`src/rtl/tws_pkg.sv`:
```
package tws_pkg;

    localparam int PTR_W    = 17;
    localparam int BYTE_W   = 8;
    localparam int BITCNT_W = 4;
    localparam logic [3:0] DEV_CODE = 4'b1010;
    localparam logic [BITCNT_W-1:0] SLOT_ACK  = 4'd8;
    localparam logic [BITCNT_W-1:0] SLOT_DONE = 4'd9;

    typedef enum logic [2:0] {
        PH_IDLE,
        PH_DEV,
        PH_AHI,
        PH_ALO,
        PH_WDAT,
        PH_RDAT
    } phase_t;

    typedef struct packed {
        logic start;
        logic stop;
        logic rise;
        logic fall;
        logic sda;
    } bus_ev_t;

    typedef struct packed {
        logic             rw;
        logic             half;
        logic [BYTE_W-1:0] hi;
    } cmd_t;

    function automatic logic [PTR_W-1:0] page_next(input logic [PTR_W-1:0] a);
        return {a[PTR_W-1:BYTE_W], a[BYTE_W-1:0] + 8'd1};
    endfunction

endpackage

```
`src/rtl/tws_deglitch.sv`:
```
module tws_deglitch #(
    parameter int SYNC_STAGES = 2,
    parameter int GLITCH_CYC  = 10
) (
    input  logic clk,
    input  logic rst,
    input  logic line_i,
    output logic line_o
);
    localparam int CNT_W = $clog2(GLITCH_CYC + 1);
    localparam logic [CNT_W-1:0] CNT_LAST = CNT_W'(GLITCH_CYC - 1);

    logic [SYNC_STAGES-1:0] sync_q;
    logic [CNT_W-1:0]       hold_cnt;
    logic                   synced;

    assign synced = sync_q[SYNC_STAGES-1];

    always_ff @(posedge clk) begin
        if (rst) sync_q <= '1;
        else     sync_q <= {sync_q[SYNC_STAGES-2:0], line_i};
    end

    // A new level is taken only after it has held for GLITCH_CYC clocks.
    always_ff @(posedge clk) begin
        if (rst) begin
            line_o   <= 1'b1;
            hold_cnt <= '0;
        end else if (synced == line_o) begin
            hold_cnt <= '0;
        end else if (hold_cnt == CNT_LAST) begin
            line_o   <= synced;
            hold_cnt <= '0;
        end else begin
            hold_cnt <= hold_cnt + 1'b1;
        end
    end
endmodule

```
`src/rtl/tws_bus_events.sv`:
```
module tws_bus_events
    import tws_pkg::*;
(
    input  logic    clk,
    input  logic    rst,
    input  logic    scl_f,
    input  logic    sda_f,
    output bus_ev_t ev
);
    logic scl_q, sda_q;

    always_ff @(posedge clk) begin
        if (rst) begin
            scl_q <= 1'b1;
            sda_q <= 1'b1;
        end else begin
            scl_q <= scl_f;
            sda_q <= sda_f;
        end
    end

    always_comb begin
        ev.start = scl_f & scl_q &  sda_q & ~sda_f;
        ev.stop  = scl_f & scl_q & ~sda_q &  sda_f;
        ev.rise  = scl_f & ~scl_q;
        ev.fall  = ~scl_f & scl_q;
        ev.sda   = sda_f;
    end
endmodule

```
`src/rtl/tws_ctrl.sv`:
```
module tws_ctrl
    import tws_pkg::*;
(
    input  logic              clk,
    input  logic              rst,
    input  bus_ev_t           ev,
    input  logic [1:0]        strap_i,
    input  logic              wp_i,
    input  logic              busy_i,
    input  logic [BYTE_W-1:0] mem_rdata_i,
    output logic              sda_oe_o,
    output logic [PTR_W-1:0]  mem_addr_o,
    output logic              mem_rd_o,
    output logic              mem_wr_o,
    output logic [BYTE_W-1:0] mem_wdata_o,
    output logic              mem_commit_o
);
    phase_t               phase;
    logic [BITCNT_W-1:0]  bitcnt;
    logic [BYTE_W-1:0]    sh;
    cmd_t                 cmd;
    logic                 acked;
    logic                 mack;
    logic                 wrote;
    logic [PTR_W-1:0]     ptr;
    logic                 dev_hit;
    logic                 data_ok;

    assign dev_hit = (sh[7:4] == DEV_CODE) && (sh[3:2] == strap_i) && !busy_i;
    assign data_ok = !busy_i && !wp_i;

    always_ff @(posedge clk) begin
        if (rst) begin
            phase        <= PH_IDLE;
            bitcnt       <= '0;
            sh           <= '0;
            cmd          <= '0;
            acked        <= 1'b0;
            mack         <= 1'b0;
            wrote        <= 1'b0;
            ptr          <= '0;
            sda_oe_o     <= 1'b0;
            mem_addr_o   <= '0;
            mem_rd_o     <= 1'b0;
            mem_wr_o     <= 1'b0;
            mem_wdata_o  <= '0;
            mem_commit_o <= 1'b0;
        end else begin
            mem_rd_o     <= 1'b0;
            mem_wr_o     <= 1'b0;
            mem_commit_o <= 1'b0;

            // fetched byte arrives in the cycle after the request
            if (mem_rd_o) begin
                sh       <= mem_rdata_i;
                sda_oe_o <= ~mem_rdata_i[7];
            end

            if (ev.start) begin
                phase    <= PH_DEV;
                bitcnt   <= '0;
                sda_oe_o <= 1'b0;
                wrote    <= 1'b0;
            end else if (ev.stop) begin
                // the clock rise before a stop counts one bit
                if (phase == PH_WDAT && wrote && bitcnt == 4'd1)
                    mem_commit_o <= 1'b1;
                phase    <= PH_IDLE;
                bitcnt   <= '0;
                sda_oe_o <= 1'b0;
                wrote    <= 1'b0;
            end else if (phase != PH_IDLE && ev.rise) begin
                if (bitcnt < SLOT_ACK && phase != PH_RDAT)
                    sh <= {sh[BYTE_W-2:0], ev.sda};
                if (bitcnt == SLOT_ACK && phase == PH_RDAT)
                    mack <= ~ev.sda;
                if (bitcnt != SLOT_DONE)
                    bitcnt <= bitcnt + 1'b1;
            end else if (phase != PH_IDLE && ev.fall) begin
                if (bitcnt == SLOT_ACK) begin
                    unique case (phase)
                        PH_DEV: begin
                            acked    <= dev_hit;
                            sda_oe_o <= dev_hit;
                            cmd.rw   <= sh[0];
                            cmd.half <= sh[1];
                        end
                        PH_AHI: begin
                            acked    <= !busy_i;
                            sda_oe_o <= !busy_i;
                            cmd.hi   <= sh;
                        end
                        PH_ALO: begin
                            acked    <= !busy_i;
                            sda_oe_o <= !busy_i;
                            if (!busy_i) ptr <= {cmd.half, cmd.hi, sh};
                        end
                        PH_WDAT: begin
                            acked    <= data_ok;
                            sda_oe_o <= data_ok;
                            if (data_ok) begin
                                mem_wr_o    <= 1'b1;
                                mem_addr_o  <= ptr;
                                mem_wdata_o <= sh;
                                ptr         <= page_next(ptr);
                                wrote       <= 1'b1;
                            end
                        end
                        PH_RDAT: begin
                            sda_oe_o <= 1'b0;
                            ptr      <= ptr + 1'b1;
                        end
                        default: ;
                    endcase
                end else if (bitcnt == SLOT_DONE) begin
                    sda_oe_o <= 1'b0;
                    bitcnt   <= '0;
                    unique case (phase)
                        PH_DEV: begin
                            if (!acked) begin
                                phase <= PH_IDLE;
                            end else if (cmd.rw) begin
                                phase      <= PH_RDAT;
                                mem_rd_o   <= 1'b1;
                                mem_addr_o <= ptr;
                            end else begin
                                phase <= PH_AHI;
                            end
                        end
                        PH_AHI:  phase <= acked ? PH_ALO  : PH_IDLE;
                        PH_ALO:  phase <= acked ? PH_WDAT : PH_IDLE;
                        PH_WDAT: phase <= PH_WDAT;
                        PH_RDAT: begin
                            if (mack) begin
                                mem_rd_o   <= 1'b1;
                                mem_addr_o <= ptr;
                            end else begin
                                phase <= PH_IDLE;
                            end
                        end
                        default: phase <= PH_IDLE;
                    endcase
                end else if (phase == PH_RDAT && bitcnt != '0) begin
                    sh       <= {sh[BYTE_W-2:0], 1'b0};
                    sda_oe_o <= ~sh[BYTE_W-2];
                end
            end
        end
    end
endmodule

```
`src/rtl/tws_mem_slave.sv`:
```
module tws_mem_slave
    import tws_pkg::*;
#(
    parameter int SYNC_STAGES = 2,
    parameter int GLITCH_CYC  = 10
) (
    input  logic              clk,
    input  logic              rst,
    input  logic              scl_i,
    input  logic              sda_i,
    input  logic [1:0]        strap_i,
    input  logic              wp_i,
    input  logic              busy_i,
    output logic              sda_oe_o,
    output logic [PTR_W-1:0]  mem_addr_o,
    output logic              mem_rd_o,
    input  logic [BYTE_W-1:0] mem_rdata_i,
    output logic              mem_wr_o,
    output logic [BYTE_W-1:0] mem_wdata_o,
    output logic              mem_commit_o
);
    localparam int N_LINES = 2;

    logic [N_LINES-1:0] line_raw;
    logic [N_LINES-1:0] line_f;
    logic               scl_f;
    logic               sda_f;
    bus_ev_t            ev;

    assign line_raw = {sda_i, scl_i};
    assign scl_f    = line_f[0];
    assign sda_f    = line_f[1];

    for (genvar g = 0; g < N_LINES; g++) begin : g_line
        tws_deglitch #(
            .SYNC_STAGES(SYNC_STAGES),
            .GLITCH_CYC (GLITCH_CYC)
        ) u_flt (
            .clk   (clk),
            .rst   (rst),
            .line_i(line_raw[g]),
            .line_o(line_f[g])
        );
    end

    tws_bus_events u_ev (
        .clk  (clk),
        .rst  (rst),
        .scl_f(scl_f),
        .sda_f(sda_f),
        .ev   (ev)
    );

    tws_ctrl u_ctrl (
        .clk         (clk),
        .rst         (rst),
        .ev          (ev),
        .strap_i     (strap_i),
        .wp_i        (wp_i),
        .busy_i      (busy_i),
        .mem_rdata_i (mem_rdata_i),
        .sda_oe_o    (sda_oe_o),
        .mem_addr_o  (mem_addr_o),
        .mem_rd_o    (mem_rd_o),
        .mem_wr_o    (mem_wr_o),
        .mem_wdata_o (mem_wdata_o),
        .mem_commit_o(mem_commit_o)
    );
endmodule

```
`config.mk`:
```
export PLATFORM = sky130hd
export DESIGN_NAME = tws_mem_slave
export DESIGN_NICKNAME = d
export VERILOG_FILES = /design/src/rtl/tws_pkg.sv /design/src/rtl/tws_deglitch.sv /design/src/rtl/tws_bus_events.sv /design/src/rtl/tws_ctrl.sv /design/src/rtl/tws_mem_slave.sv
export SDC_FILE = /design/constraint.sdc
export NUM_CORES = 1
export LEC_CHECK = 0
export BUFFER_PORTS_ARGS = -buffer_cell sky130_fd_sc_hd__buf_2
export CORE_AREA = 2 2 101 103
export CTS_CLUSTER_DIAMETER = 100
export DETAILED_ROUTE_END_ITERATION = 6
export DIE_AREA = 0 0 103 105
export PLACE_DENSITY_LB_ADDON = 0.12
export SYNTH_ARGS = -nofsm -noshare
export SYNTH_HDL_FRONTEND = slang
export SYNTH_SLANG_ARGS = --single-unit
```
`constraint.sdc`:
```
create_clock -name clk -period 3.46 [get_ports clk]
set_clock_uncertainty 0.1 [all_clocks]
set_input_delay 0.346 -clock clk [delete_from_list [all_inputs] [get_ports clk]]
set_output_delay 0.346 -clock clk [all_outputs]
set_load 0.02 [all_outputs]
```
==> run summary, run 1 <==
Status = complete, no violations
Final TNS setup = 0 ns
CP Buf/Inv Count = 0
FF-to-FF Start = u_ctrl.phase[2]$_SDFFE_PP0P_
Share of cells above drive strength 1 = 0.143
Reg power frac = 0.568
Mapped Nets = 513
Drt drc = 0
Max VDD drop = 0.189 mV
Leakage = 1.82 nW
TritonCTS clock tree = yes
Pin count of the biggest net entering global routing = 68
PwrDens = 383 nW/um2
Starting DRT DRC Count = 196
Drt pass-1 iters = 5
Max incr delay on CP = 0.76 ns
Cts repair resizes = 0
Final setup fails = 0
Fillers = 994
YS warnings = 0
Switching power = 0.000421 W
GR Util All Layers = 0.197
First-pass GRT wire length = 16.9 mm
Setup Buffers After CTS = 0
Max Cap Violations = 0
WP depth = 5
F_max = 337 MHz
Core Footprint = 9640 um2
Slew Limit Headroom = 0.220
Clock slew at reported path FFs = 0.09 ns
Arrival @ worst endpoint = 3.13 ns
Top fanout value on the critical path = 23
Setup ws final = 0.494 ns
Antenna Diode Count = 0
Vias in the first global route = 3,345
Hold Path End = g_line[0].u_flt.sync_q[0]$_SDFF_PP1_
Clk sink count = 90
Cells after Synth = 489
Initial antenna violation count = 0
Cell depth of the worst flop-to-flop path = 5
Starting Density = 0.441
Top FF cell, synth = dfxtp_1
Max-slew violations = 0
Clock Tree Root = clkbuf_8
Post-layout util = 0.495
FF-to-FF End = u_ctrl.ptr[0]$_SDFFE_PP0P_
Largest delay share family, worst path = compound AO/OA/AOI/OAI gates
RSZ-0062 raised after global routing = no
Most used cell along the critical path = a21oi_1
#FFs+latches synth = 90
Sw frac = 0.230
Period utilisation layout = 0.857
DR WL/cell = 15.6 um
HP Class = input pin to flop
Period minus WS final = 2.97 ns
Post-synthesis async set-or-reset flop share = 0
I/O pins = 45
Crit path from = u_ctrl.phase[2]$_SDFFE_PP0P_
Comb pwr share = 0.020
Hold path cells = 2
Die Wd = 103 um
Clock power frac = 0.412
Port-buffer cells = 44
Antenna-violating nets left = 0
Reg2reg setup slack = 0.49 ns
Number of hold buffers added after cts = 0
HPWL Detailed = 7.14 mm
Final Hold Viols = 0
Clock Path Buffers = 2
Die H = 105 um
Slowest CP cell = dfxtp_1
Most frequent cells in the layout = dfxtp_1 (90), nor2_1 (75), mux2i_1 (44), buf_2 (44)
Worst Hold Launch = scl_i
Clock Latency Late Sink = 0.36 ns
Die ar. = 10,800 um2
Routability cong. = 0.898
CP cell instances = nor2b_1, o21ai_0, a21oi_1, a21oi_1, a311oi_1
Worst slew pin tran = 1.16 ns
Nets = 549
Via/cell ratio = 5.57
Post-Place Worst Slack = 0.570 ns
WL final = 10.4 mm
H-tree Lvls = 3
Setup CP Type = flop to flop
Most common cell after layout, fill and taps aside = dfxtp_1
WP data required = 3.63 ns
EDFF count, synth = 0
Post-Syn Area per Cell = 8.68 um2
Grt ovf = 0
Routed vias = 3,692
Area delta synth->final = 12.4%
Total CTS buffers = 9
Post-synthesis sequential area ratio = 0.424
Rows = 36
Area of the mapped netlist = 4250 um2
Unique masters post-synth = 53
Int Pwr = 0.00141 W
Crit path capture type = flop
CP Launch Type = flop
## worst reg2reg max path, stage by stage (launching register included)
cell and delay [ns]:
dfxtp_1 0.76, nor2b_1 0.65, o21ai_0 0.25, a21oi_1 0.70
a21oi_1 0.14, a311oi_1 0.27
## synthesized netlist by cell type, types with 5 or more instances
library cell,instances,area [um2]
a31oi_1,5,31.3
nand2_1,35,131
nand3b_1,6,45.0
ha_1,8,100
a211oi_1,9,67.6
dfxtp_1,90,1800
nor2b_1,5,31.3
nor2_1,75,282
o21ai_0,25,125
or3_1,6,37.5
or2_2,5,31.3
a311oi_1,6,52.6
nand3_1,11,55.1
nand2b_1,10,62.6
clkbuf_1,19,71.3
xnor2_1,7,61.3
inv_1,12,45.0
nor3_1,14,70.1
a21oi_1,35,175
nand4_1,7,43.8
mux2i_1,44,440
## worst max path at each step
stage                                                    end  slack, ns
after detailed placement          u_ctrl.ptr[0]$_SDFFE_PP0P_       0.57
final                             u_ctrl.ptr[0]$_SDFFE_PP0P_       0.49
after global placement            u_ctrl.ptr[4]$_SDFFE_PP0P_       0.54
after floorplan           u_ctrl.mem_addr_o[10]$_SDFFE_PP0P_       0.98
after CTS                         u_ctrl.ptr[0]$_SDFFE_PP0P_       0.48
after global routing              u_ctrl.ptr[1]$_SDFFE_PP0P_       0.16
## logic make-up (layout without fill, tap and decap cells)
group	count (synthesis)	count (layout)	synth area share
adder cells (fa/ha/maj)	8	8	0.0236
multiplexers	44	44	0.104
XOR/XNOR	10	10	0.0206
AND/OR/NAND/NOR	195	195	0.225
buffers and inverters	38	79	0.0380
flip-flops	90	90	0.424
AO/OA/AOI/OAI	104	104	0.164
## power by group through the flow
stage	combinational [W]	clock, W	sequential, W
2_1_floorplan	0.0000199	0	0.00106
3_3_place_gp	0.0000368	0	0.00106
3_5_place_dp	0.0000372	0	0.00106
4_1_cts	0.0000373	0.000772	0.00104
5_1_grt	0.0000407	0.000817	0.00104
6_report	0.0000371	0.000753	0.00104
## per-stage QoR
stage	cell area (um2)	power, W	std cells	hold slack, ns
3_3_place_gp	4570	0.00110	647	0.296
6_report	4770	0.00183	663	0.0667
4_1_cts	4770	0.00185	663	0.0568
3_5_place_dp	4570	0.00110	647	0.297
5_1_grt	4770	0.00190	663	0.0626
2_1_floorplan	4250	0.00108	489	0.289
## final cells by class
class	instances	area, um2	area share
repair buffers	51	273	0.0571
clock buffers	11	141	0.0296
well taps	133	166	0.0349
flip-flops and latches	90	1800	0.377
clock inverters	5	62.6	0.0131
multi-input cells	361	2280	0.478
inverters	12	45.0	0.00944
## sequential cells by signal (all words and copies together) (netlist names), 2 cells and up
| name | count |
|---|---|
| g_line.u_flt.sync_q | 4 |
| g_line.u_flt.hold_cnt | 8 |
| u_ctrl.mem_wdata_o | 8 |
| u_ctrl.ptr | 17 |
| u_ctrl.cmd | 10 |
| g_line.u_flt.line_o | 2 |
| u_ctrl.bitcnt | 4 |
| u_ctrl.phase | 3 |
| u_ctrl.mem_addr_o | 17 |
| u_ctrl.sh | 8 |
## metal layers
layer	global-route usage	routed length (um)	part of all wire	vias up
li1	-	-	-	1829
met1	0.289	5130	0.49	1735
met2	0.295	4580	0.44	111
met3	0.0375	501	0.048	17
met4	0.0536	143	0.014	0
met5	0	0	0	-
No activity file was read; power rests on OpenSTA's default activity.
==> inputs of run 2 (changes only) <==
--- a/config.mk
+++ b/config.mk
@@ -6,10 +6,12 @@
 export NUM_CORES = 1
 export LEC_CHECK = 0
 export BUFFER_PORTS_ARGS = -buffer_cell sky130_fd_sc_hd__buf_2
-export CORE_AREA = 2 2 101 103
+export CELL_PAD_IN_SITES_DETAIL_PLACEMENT = 0
+export CELL_PAD_IN_SITES_GLOBAL_PLACEMENT = 1
+export CORE_AREA = 2 2 102 104
 export CTS_CLUSTER_DIAMETER = 100
 export DETAILED_ROUTE_END_ITERATION = 6
-export DIE_AREA = 0 0 103 105
+export DIE_AREA = 0 0 104 106
 export PLACE_DENSITY_LB_ADDON = 0.12
 export SYNTH_ARGS = -nofsm -noshare
 export SYNTH_HDL_FRONTEND = slang
==> run 2 against run 1 <==
Effect of this change: total power up 2.4%; count of clock-buffer cells in the layout unchanged; sequential power about the same; critical path type unchanged; critical endpoint unchanged; largest cell class unchanged.
==> run summary, run 2 (synthesis gave the netlist of run 1 again) <==
Slew Limit Headroom = 0.210
TritonCTS clock tree = yes
Clock slew at reported path FFs = 0.09 ns
Routability cong. = 0.807
Most common cell after layout, fill and taps aside = dfxtp_1
Final Hold Viols = 0
Setup Buffers After CTS = 0
H-tree Lvls = 3
Final TNS setup = 0 ns
PwrDens = 390 nW/um2
Worst slew pin tran = 1.18 ns
DR WL/cell = 16.0 um
First-pass GRT wire length = 17.5 mm
Pin count of the biggest net entering global routing = 68
Cts repair resizes = 0
Top fanout value on the critical path = 23
Max VDD drop = 0.160 mV
Period minus WS final = 2.99 ns
WP data required = 3.63 ns
F_max = 334 MHz
Clock Tree Root = clkbuf_8
CP Launch Type = flop
Leakage = 1.84 nW
HP Class = input pin to flop
Clock Latency Late Sink = 0.37 ns
Antenna Diode Count = 0
Crit path capture type = flop
Routed vias = 3,610
Most used cell along the critical path = a21oi_1
Nets = 551
Regs by FF count = u_ctrl.mem_addr_o: 17 flops, u_ctrl.ptr: 17 flops, u_ctrl.cmd: 10 flops
Slowest CP cell = a21oi_1
Area delta synth->final = 13.2%
Drt drc = 0
Max-slew violations = 0
GR Util All Layers = 0.199
Rows = 37
Setup CP Type = flop to flop
CP cell instances = nor2b_1, o21ai_0, a21oi_1, a21oi_1, a311oi_1
I/O pins = 45
Arrival @ worst endpoint = 3.16 ns
Initial antenna violation count = 0
Antenna-violating nets left = 0
Via/cell ratio = 5.40
RSZ-0062 raised after global routing = no
Design area = 4810 um2
WL final = 10.7 mm
Clk sink count = 90
Die Wd = 104 um
Setup ws final = 0.468 ns
Port-buffer cells = 44
Drt pass-1 iters = 5
Starting DRT DRC Count = 168
Vias in the first global route = 3,364
Crit path from = u_ctrl.phase[2]$_SDFFE_PP0P_
Status = complete, no violations
Max incr delay on CP = 0.77 ns
Most frequent cells in the layout = dfxtp_1 (90), nor2_1 (75), mux2i_1 (44), buf_2 (44)
Period utilisation layout = 0.865
Share of cells above drive strength 1 = 0.147
Final setup fails = 0
FF-to-FF Start = u_ctrl.phase[2]$_SDFFE_PP0P_
Fillers = 1,015
Starting Density = 0.425
Post-Place Worst Slack = 0.516 ns
Worst Hold Launch = sda_i
Post-layout util = 0.481
Dpl cell area = 4590 um2
Core Footprint = 10000 um2
Clock Path Buffers = 2
Max Cap Violations = 0
Die H = 106 um
Number of hold buffers added after cts = 0
HPWL Detailed = 7.44 mm
Total CTS buffers = 9
Grt ovf = 0
Die ar. = 11,000 um2
run 2: cell count changes in the layout (fill, tap and decap cells not counted):
cell | previous run | this run
buf_4 | 7 | 9
clkinv_2 | 0 | 2
bufinv_16 | 1 | 2
clkinv_4 | 1 | 0
clkinvlp_4 | 2 | 1
inv_6 | 1 | 0
run 2: critical path, delay by kind of cell, from the launching register on:
kind / cells / cell delay (ns)
AOI/OAI and AO/OA: 4 / 1.43
and+or+nand+nor: 1 / 0.59
DFF: 1 / 0.76
run 2: stage by stage:
stage                     power, W  hold slack, ns  cells
after floorplan            0.00108           0.289    489
after global placement     0.00110           0.313    652
after detailed placement   0.00110           0.303    652
after CTS                  0.00190          0.0493    668
after global routing       0.00195          0.0460    668
final                      0.00187          0.0624    668
run 2: path summary, 6_finish.rpt:
| kind | to | slack (ns) | cells past startpoint |
|---|---|---|---|
| max | u_ctrl.ptr[0]$_SDFFE_PP0P_ | 0.47 | 5 |
| min | g_line[1].u_flt.sync_q[0]$_SDFF_PP1_ | 0.06 | 2 |
| max reg2reg | u_ctrl.ptr[0]$_SDFFE_PP0P_ | 0.47 | 5 |
| min reg2reg | g_line[0].u_flt.sync_q[1]$_SDFF_PP1_ | 0.32 | 1 |
run 2: report_power, final:
part | internal, W | switching, W
Sequential | 0.00104 | 0.00000173
Combinational | 0.0000130 | 0.0000251
Clock | 0.000425 | 0.000372
Total | 0.00148 | 0.000398
run 2: area by class of cell:
type                            count  area [um2]  area share
Timing Repair Buffer               53         288      0.0599
Multi-Input combinational cell    361        2280       0.475
Sequential cell                    90        1800       0.375
Clock inverter                      5        77.6      0.0161
Inverter                           12        45.0     0.00937
Tap cell                          136         170      0.0354
Clock buffer                       11         141      0.0294
run 2: per-layer routing:
metal,GRT usage,routed length (um)
met1,0.263,4970
met2,0.330,5110
met3,0.0368,449
met4,0.0618,124
met5,0,0
